`src/rtl/cyc_snap_pkg.sv`:
```
package cyc_snap_pkg;
   typedef enum logic [2:0] {
      SNAP_IDLE,
      SNAP_REQ,
      SNAP_WAIT,
      SNAP_EVAL,
      SNAP_FIN
   } snap_state_e;
endpackage

```
`src/rtl/cyc_snap_ticks.sv`:
```
// Mixed-radix timer word to linear tick count (modulo 2^TICK_W).
module cyc_snap_ticks #(
   parameter int OFF_W         = 12,
   parameter int CNT_W         = 13,
   parameter int SEC_W         = 7,
   parameter int TICKS_PER_CYC = 3072,
   parameter int CYC_PER_SEC   = 8000,
   parameter int TICK_W        = 32
) (
   input  logic [OFF_W+CNT_W+SEC_W-1:0] word_i,
   output logic [TICK_W-1:0]            ticks_o
);
   localparam int TS_W      = OFF_W + CNT_W + SEC_W;
   localparam int SEC_TICKS = TICKS_PER_CYC * CYC_PER_SEC;

   logic [OFF_W-1:0] off;
   logic [CNT_W-1:0] cnt;
   logic [SEC_W-1:0] sec;

   assign off = word_i[OFF_W-1:0];
   assign cnt = word_i[OFF_W+CNT_W-1:OFF_W];
   assign sec = word_i[TS_W-1:OFF_W+CNT_W];

   assign ticks_o = TICK_W'(off)
                  + TICK_W'(cnt) * TICK_W'(TICKS_PER_CYC)
                  + TICK_W'(sec) * TICK_W'(SEC_TICKS);
endmodule

```
`src/rtl/cyc_snap_judge.sv`:
```
// Accepts a window of three tick counts when both steps are positive
// and neither step reaches twice the other.
module cyc_snap_judge #(
   parameter int TICK_W = 32
) (
   input  logic [TICK_W-1:0] old_i,
   input  logic [TICK_W-1:0] mid_i,
   input  logic [TICK_W-1:0] new_i,
   output logic              ok_o
);
   logic signed [TICK_W-1:0] d_a;
   logic signed [TICK_W-1:0] d_b;
   logic                     pos_a, pos_b;
   logic                     a_big, b_big;

   assign d_a   = signed'(mid_i - old_i);
   assign d_b   = signed'(new_i - mid_i);
   assign pos_a = (d_a > 0);
   assign pos_b = (d_b > 0);
   // For positive steps, a/b >= 2 exactly when a >= 2*b.
   assign a_big = ({1'b0, d_a} >= {d_b, 1'b0});
   assign b_big = ({1'b0, d_b} >= {d_a, 1'b0});
   assign ok_o  = pos_a && pos_b && !a_big && !b_big;
endmodule

```
`src/rtl/cyc_snap_sampler.sv`:
```
module cyc_snap_sampler
   import cyc_snap_pkg::*;
#(
   parameter int OFF_W         = 12,
   parameter int CNT_W         = 13,
   parameter int SEC_W         = 7,
   parameter int TICKS_PER_CYC = 3072,
   parameter int CYC_PER_SEC   = 8000,
   parameter int MAX_RETRY     = 20
) (
   input  logic                          clk,
   input  logic                          rst_n,
   input  logic                          start_i,
   input  logic                          quirk_i,
   output logic                          rd_req_o,
   input  logic                          rd_valid_i,
   input  logic [OFF_W+CNT_W+SEC_W-1:0]  rd_data_i,
   output logic [OFF_W+CNT_W+SEC_W-1:0]  result_o,
   output logic                          done_o,
   output logic                          exhausted_o
);
   localparam int TS_W    = OFF_W + CNT_W + SEC_W;
   localparam int TICK_W  = 32;
   localparam int WIN     = 3;
   localparam int PRIME   = WIN - 1;
   localparam int PRIME_W = $clog2(WIN);
   localparam int RETRY_W = (MAX_RETRY < 1) ? 1 : $clog2(MAX_RETRY + 1);

   generate
      if (TS_W != 32) begin : g_chk_width
         $error("timer word must be 32 bits wide");
      end
      if (TICKS_PER_CYC > (1 << OFF_W)) begin : g_chk_off
         $error("offset field too narrow for ticks per cycle");
      end
      if (CYC_PER_SEC > (1 << CNT_W)) begin : g_chk_cnt
         $error("count field too narrow for cycles per second");
      end
      if (MAX_RETRY < 0) begin : g_chk_retry
         $error("retry limit must not be negative");
      end
   endgenerate

   snap_state_e         state_q;
   logic                quirk_q;
   logic [PRIME_W-1:0]  prime_q;
   logic [RETRY_W-1:0]  retry_q;
   logic [TS_W-1:0]     raw_q  [WIN];
   logic [TICK_W-1:0]   tick_q [WIN];
   logic [TICK_W-1:0]   new_ticks;
   logic                win_ok;
   logic                take;

   cyc_snap_ticks #(
      .OFF_W(OFF_W), .CNT_W(CNT_W), .SEC_W(SEC_W),
      .TICKS_PER_CYC(TICKS_PER_CYC), .CYC_PER_SEC(CYC_PER_SEC),
      .TICK_W(TICK_W)
   ) u_ticks (
      .word_i (rd_data_i),
      .ticks_o(new_ticks)
   );

   cyc_snap_judge #(.TICK_W(TICK_W)) u_judge (
      .old_i(tick_q[0]),
      .mid_i(tick_q[1]),
      .new_i(tick_q[WIN-1]),
      .ok_o (win_ok)
   );

   assign take     = (state_q == SNAP_WAIT) && rd_valid_i;
   assign rd_req_o = (state_q == SNAP_REQ);
   assign done_o   = (state_q == SNAP_FIN);

   // Sliding window: index 0 oldest, WIN-1 newest.
   always_ff @(posedge clk) begin
      if (!rst_n) begin
         for (int i = 0; i < WIN; i++) begin
            raw_q[i]  <= '0;
            tick_q[i] <= '0;
         end
      end else if (take) begin
         for (int i = 0; i < WIN - 1; i++) begin
            raw_q[i]  <= raw_q[i+1];
            tick_q[i] <= tick_q[i+1];
         end
         raw_q[WIN-1]  <= rd_data_i;
         tick_q[WIN-1] <= new_ticks;
      end
   end

   always_ff @(posedge clk) begin
      if (!rst_n) begin
         state_q     <= SNAP_IDLE;
         quirk_q     <= 1'b0;
         prime_q     <= '0;
         retry_q     <= '0;
         result_o    <= '0;
         exhausted_o <= 1'b0;
      end else begin
         case (state_q)
            SNAP_IDLE: begin
               if (start_i) begin
                  state_q <= SNAP_REQ;
                  quirk_q <= quirk_i;
                  prime_q <= '0;
                  retry_q <= '0;
               end
            end
            SNAP_REQ: state_q <= SNAP_WAIT;
            SNAP_WAIT: begin
               if (rd_valid_i) begin
                  if (!quirk_q) begin
                     result_o    <= rd_data_i;
                     exhausted_o <= 1'b0;
                     state_q     <= SNAP_FIN;
                  end else if (prime_q != PRIME_W'(PRIME)) begin
                     prime_q <= prime_q + 1'b1;
                     state_q <= SNAP_REQ;
                  end else begin
                     state_q <= SNAP_EVAL;
                  end
               end
            end
            SNAP_EVAL: begin
               if (win_ok) begin
                  result_o    <= raw_q[WIN-1];
                  exhausted_o <= 1'b0;
                  state_q     <= SNAP_FIN;
               end else if (retry_q == RETRY_W'(MAX_RETRY)) begin
                  result_o    <= raw_q[WIN-1];
                  exhausted_o <= 1'b1;
                  state_q     <= SNAP_FIN;
               end else begin
                  retry_q <= retry_q + 1'b1;
                  state_q <= SNAP_REQ;
               end
            end
            SNAP_FIN: state_q <= SNAP_IDLE;
            default:  state_q <= SNAP_IDLE;
         endcase
      end
   end
endmodule

```
`config.mk`:
```
export PLATFORM = sky130hd
export DESIGN_NAME = cyc_snap_sampler
export DESIGN_NICKNAME = d
export VERILOG_FILES = /design/src/rtl/cyc_snap_pkg.sv /design/src/rtl/cyc_snap_ticks.sv /design/src/rtl/cyc_snap_judge.sv /design/src/rtl/cyc_snap_sampler.sv
export SDC_FILE = /design/constraint.sdc
export NUM_CORES = 1
export LEC_CHECK = 0
export BUFFER_PORTS_ARGS = -buffer_cell sky130_fd_sc_hd__buf_2
export CAP_MARGIN = 20
export CORE_MARGIN = 3
export CORE_UTILIZATION = 50
export CTS_BUF_LIST = sky130_fd_sc_hd__clkbuf_8
export DETAILED_ROUTE_END_ITERATION = 7
export HOLD_SLACK_MARGIN = 0.06
export PLACE_DENSITY = 0.76
export SLEW_MARGIN = 20
export SYNTH_ARGS = -nofsm -noshare
export SYNTH_HDL_FRONTEND = slang
export SYNTH_SLANG_ARGS = --single-unit
```
`constraint.sdc`:
```
create_clock -name clk -period 20.6 [get_ports clk]
set_input_delay 2.06 -clock clk [delete_from_list [all_inputs] [get_ports clk]]
set_output_delay 2.06 -clock clk [all_outputs]
set_load 0.005 [all_outputs]
```
==> key figures <==
Setup path
  – CP Max Fanout: 32
  – CP Buf/Inv Count: 1
  – CP top delay family: compound AO/OA/AOI/OAI gates
  – Crit path largest cell delay: 0.62 ns
  – Critical-path top delay cell: a211oi_1
  – R2R Setup Slk: about 14 ns
  – Worst r2r src: tick_q[0][32]$_SDFFCE_PN0P_
  – Critical path class: flip-flop to flip-flop
  – Crit. End Element: flip-flop
  – Worst setup SP type: flip-flop
  – Critical path depth in cells: 22
  – Reg2reg path depth: 22
  – Worst reg2reg endpoint: result_o[6]$_SDFFE_PN0P_
  – Critical path, cell by cell: ha_1 > fa_1 > nor2b_1 > o31a_1 > o211ai_2 > a211oi_1 > o31ai_1 > nor3_1 > ha_1 > a21o_1 > a21o_1 > a21oi_1 > nor3_1 > or4_1 > nor4_1 > o311ai_1 > a2111oi_2 > o311a_1 > nand2_2 > a31o_2 > buf_4 > mux2i_1
  – Critical Path Sink: result_o[6]$_SDFFE_PN0P_
  – CP startpoint: tick_q[0][32]$_SDFFCE_PN0P_
  – Required @ worst endpoint: 20.92 ns
  – Arrival @ worst endpoint: 6.83 ns

Route
  – Post-DR vias/cell: 5.83
  – Drt wl/cell: 17.4 um
  – Drt pass-1 iters: 7
  – Total Wirelength: 38300 um
  – DR iter-0 viols: 927
  – DR vias: between 10000 and 15000
  – DRC violations left: 0
  – Post-DRT Antenna Nets: 0

Global routing
  – Largest net degree at the start of global routing: 73
  – Total GRT Usage: 23.5%
  – First-pass GRT wire length: around 63000 um
  – Initial antenna violation count: 0
  – Grt ovf: 0
  – Vias in the first global route: 12468

Floorplan
  – Die Ht: 180 um
  – Number of core rows: 63
  – Die Area: 32400 um2
  – IO Pins: 72
  – Core area: about 30000 um2
  – DIE WIDTH: 180 um
  – Starting Density: 50.9%

CTS
  – Reg clk slew, reported paths: about 0.09 ns
  – Clock Path Buffers: 2
  – Hold buffers post-CTS: 0
  – Setup Buffers After CTS: 0
  – H-tree depth: 4
  – Clk Latency, worst-skew pair: 0.47 ns
  – TritonCTS Buffers: 17
  – CTS tree: done
  – CTS root buffer: clkbuf_8
  – Clk sink count: 162
  – Post-CTS Resized: 0

Run status
  – Status: complete, no violations

Placement
  – Placed insts: 2164
  – Hpwl dp: 30700 um
  – Post-Place Setup Slack: roughly 14 ns
  – Gpl congestion: 0.920
  – PortBufs: 71

Synthesis
  – Async SR Flop Fraction: 0%
  – Number of flops mapped to enable cells by yosys: 118
  – Mapped Area: around 15000 um2
  – Area contributors post-synth: edfxtp_1, ha_1, dfxtp_1
  – Synth area leader: edfxtp_1
  – Mapped Avg Cell Area: 8.66 um2
  – Area share of the largest cell type after synthesis: a little under a quarter
  – Seq cells post-synth: 162
  – Synth warnings: 0
  – Post-synthesis net count: 1993
  – Post-Syn Instances: between 1500 and 2000
  – Top FF cell, synth: edfxtp_1
  – Synth cell types: 94
  – Seq/Total Area, Yosys: 29.2%

Timing
  – Final setup violation count: 0
  – Setup ws final: 14.08 ns
  – Count of final max-slew check failures: 0
  – Setup Skew: 0.0197 ns
  – RSZ-0062 raised after global routing: no
  – Slew HR: 37.4%
  – Clock period minus worst slack: ~6.5 ns
  – Setup Total Neg Slack: 0 ns
  – Period utilization: 31.6%
  – Measured slew at the worst slew-check pin: approximately 0.94 ns
  – Hold Fails Final Rpt: 0
  – Worst Hold Margin: 0.461 ns
  – Fmax: 153 MHz

Job
  – Max_cap viols: 0

Layout
  – Nets: 2039
  – Layout area overhead: 6.80%
  – Non-Filler Instances: 2197
  – Highest-count cells in the layout ignoring fill and taps: inv_1, ha_1, nand2_1
  – Fillers: 2712
  – Most common cell after layout, fill and taps aside: inv_1
  – # diodes: 0
  – Ratio of cells with drive above 1 in the final layout: 9.46%

Hold path
  – Hold path startpoint: result_o[22]$_SDFFE_PN0P_
  – Worst min path class: flip-flop to flip-flop

Power
  – Cell area power density: 78.2 nW/um2
  – P_leak: 7.39 nW
  – Worst vdd ir: 0.0631 mV
  – Tot Pwr: 0.00126 W
==> worst min path at each step <==
stage,cells past startpoint,slack [ns],end
2_1_floorplan,2,0.45,retry_q[4]$_SDFFE_PN0P_
3_3_place_gp,2,0.44,result_o[1]$_SDFFE_PN0P_
3_5_place_dp,2,0.45,result_o[31]$_SDFFE_PN0P_
4_1_cts,2,0.46,result_o[31]$_SDFFE_PN0P_
5_1_grt,2,0.48,result_o[4]$_SDFFE_PN0P_
6_report,2,0.46,result_o[22]$_SDFFE_PN0P_
==> state kept, by name, summed over array words and instances (netlist names) <==
signal       count
exhausted_o      1
prime_q          2
quirk_q          1
raw_q           22
result_o        32
retry_q          5
state_q          3
tick_q          96
==> layer usage <==
metal  GRT usage [%]  vias to the layer above  share of wire [%]
met2            40.3                      268                 48
li1                -                     6331                  -
met4            6.87                        0                2.4
met5               0                        -                  0
met3            3.18                       53                4.1
met1            31.0                     6154                 46
==> cell families (layout without fill, tap and decap cells) <==
logic type,count (synthesis),in the layout,synth area share (%)
AO/OA/AOI/OAI,407,407,18.3
XOR/XNOR,76,76,4.40
adder cells (fa/ha/maj),209,209,18.5
buffers and inverters,259,318,6.89
flip-flops,162,162,29.2
multiplexers,44,44,2.93
AND/OR/NAND/NOR,591,591,19.7
==> cell usage after synthesis (all sizes together), types with 5 or more instances <==
library cell,n
nand4,27
nand2,143
mux2i,42
buf,10
nand2b,14
edfxtp,118
a21oi,105
a211o,8
inv,205
or3,16
o2111ai,9
nor4,8
fa,25
o211ai,51
and2,72
and3,15
o21bai,11
nor3,41
nand3,34
o21a,16
or2,31
a2111oi,6
o311ai,5
nor2b,17
a31oi,13
ha,183
o21ai,68
and4,8
a21o,42
nor3b,8
xnor2,39
dfxtp,44
nor2,139
clkbuf,43
xor2,37
or4,5
o31ai,8
a31o,5
a21boi,9
a211oi,11
==> final cells by class <==
| cell class | instances | area [um2] | share of cell area [%] |
|---|---|---|---|
| inverter | 206 | 773 | 4.78 |
| clock inverter | 12 | 71.3 | 0.441 |
| clock buffer | 20 | 275 | 1.70 |
| timing repair buffer | 80 | 443 | 2.74 |
| multi-input combinational | 1327 | 9690 | 59.9 |
| tap | 390 | 488 | 3.02 |
| sequential | 162 | 4420 | 27.4 |
==> through the flow <==
step           util (%)  cell area, um2
6_report           54.4           16200
5_1_grt            54.4           16200
4_1_cts            54.3           16100
3_5_place_dp       53.1           15800
3_3_place_gp       53.1           15800
2_1_floorplan         -           15100
==> worst register-to-register path: cells and delay by family, from the launching register on <==
kind | cells | cell delay [ns]
compound gates | 11 | 2.93
fa+ha+maj | 3 | 1.00
buf+inv | 1 | 0.29
flops | 1 | 0.40
mux | 1 | 0.26
simple gates | 6 | 1.50
==> report_power, final <==
part | internal, W | switching (W) | leakage (nW)
clock | 0.0000914 | 0.000121 | 0.186
sequential | 0.000367 | 0.0000103 | 1.58
combinational | 0.000276 | 0.000399 | 5.63
total | 0.000734 | 0.000530 | 7.39
Power figures use the tool's default switching activity.
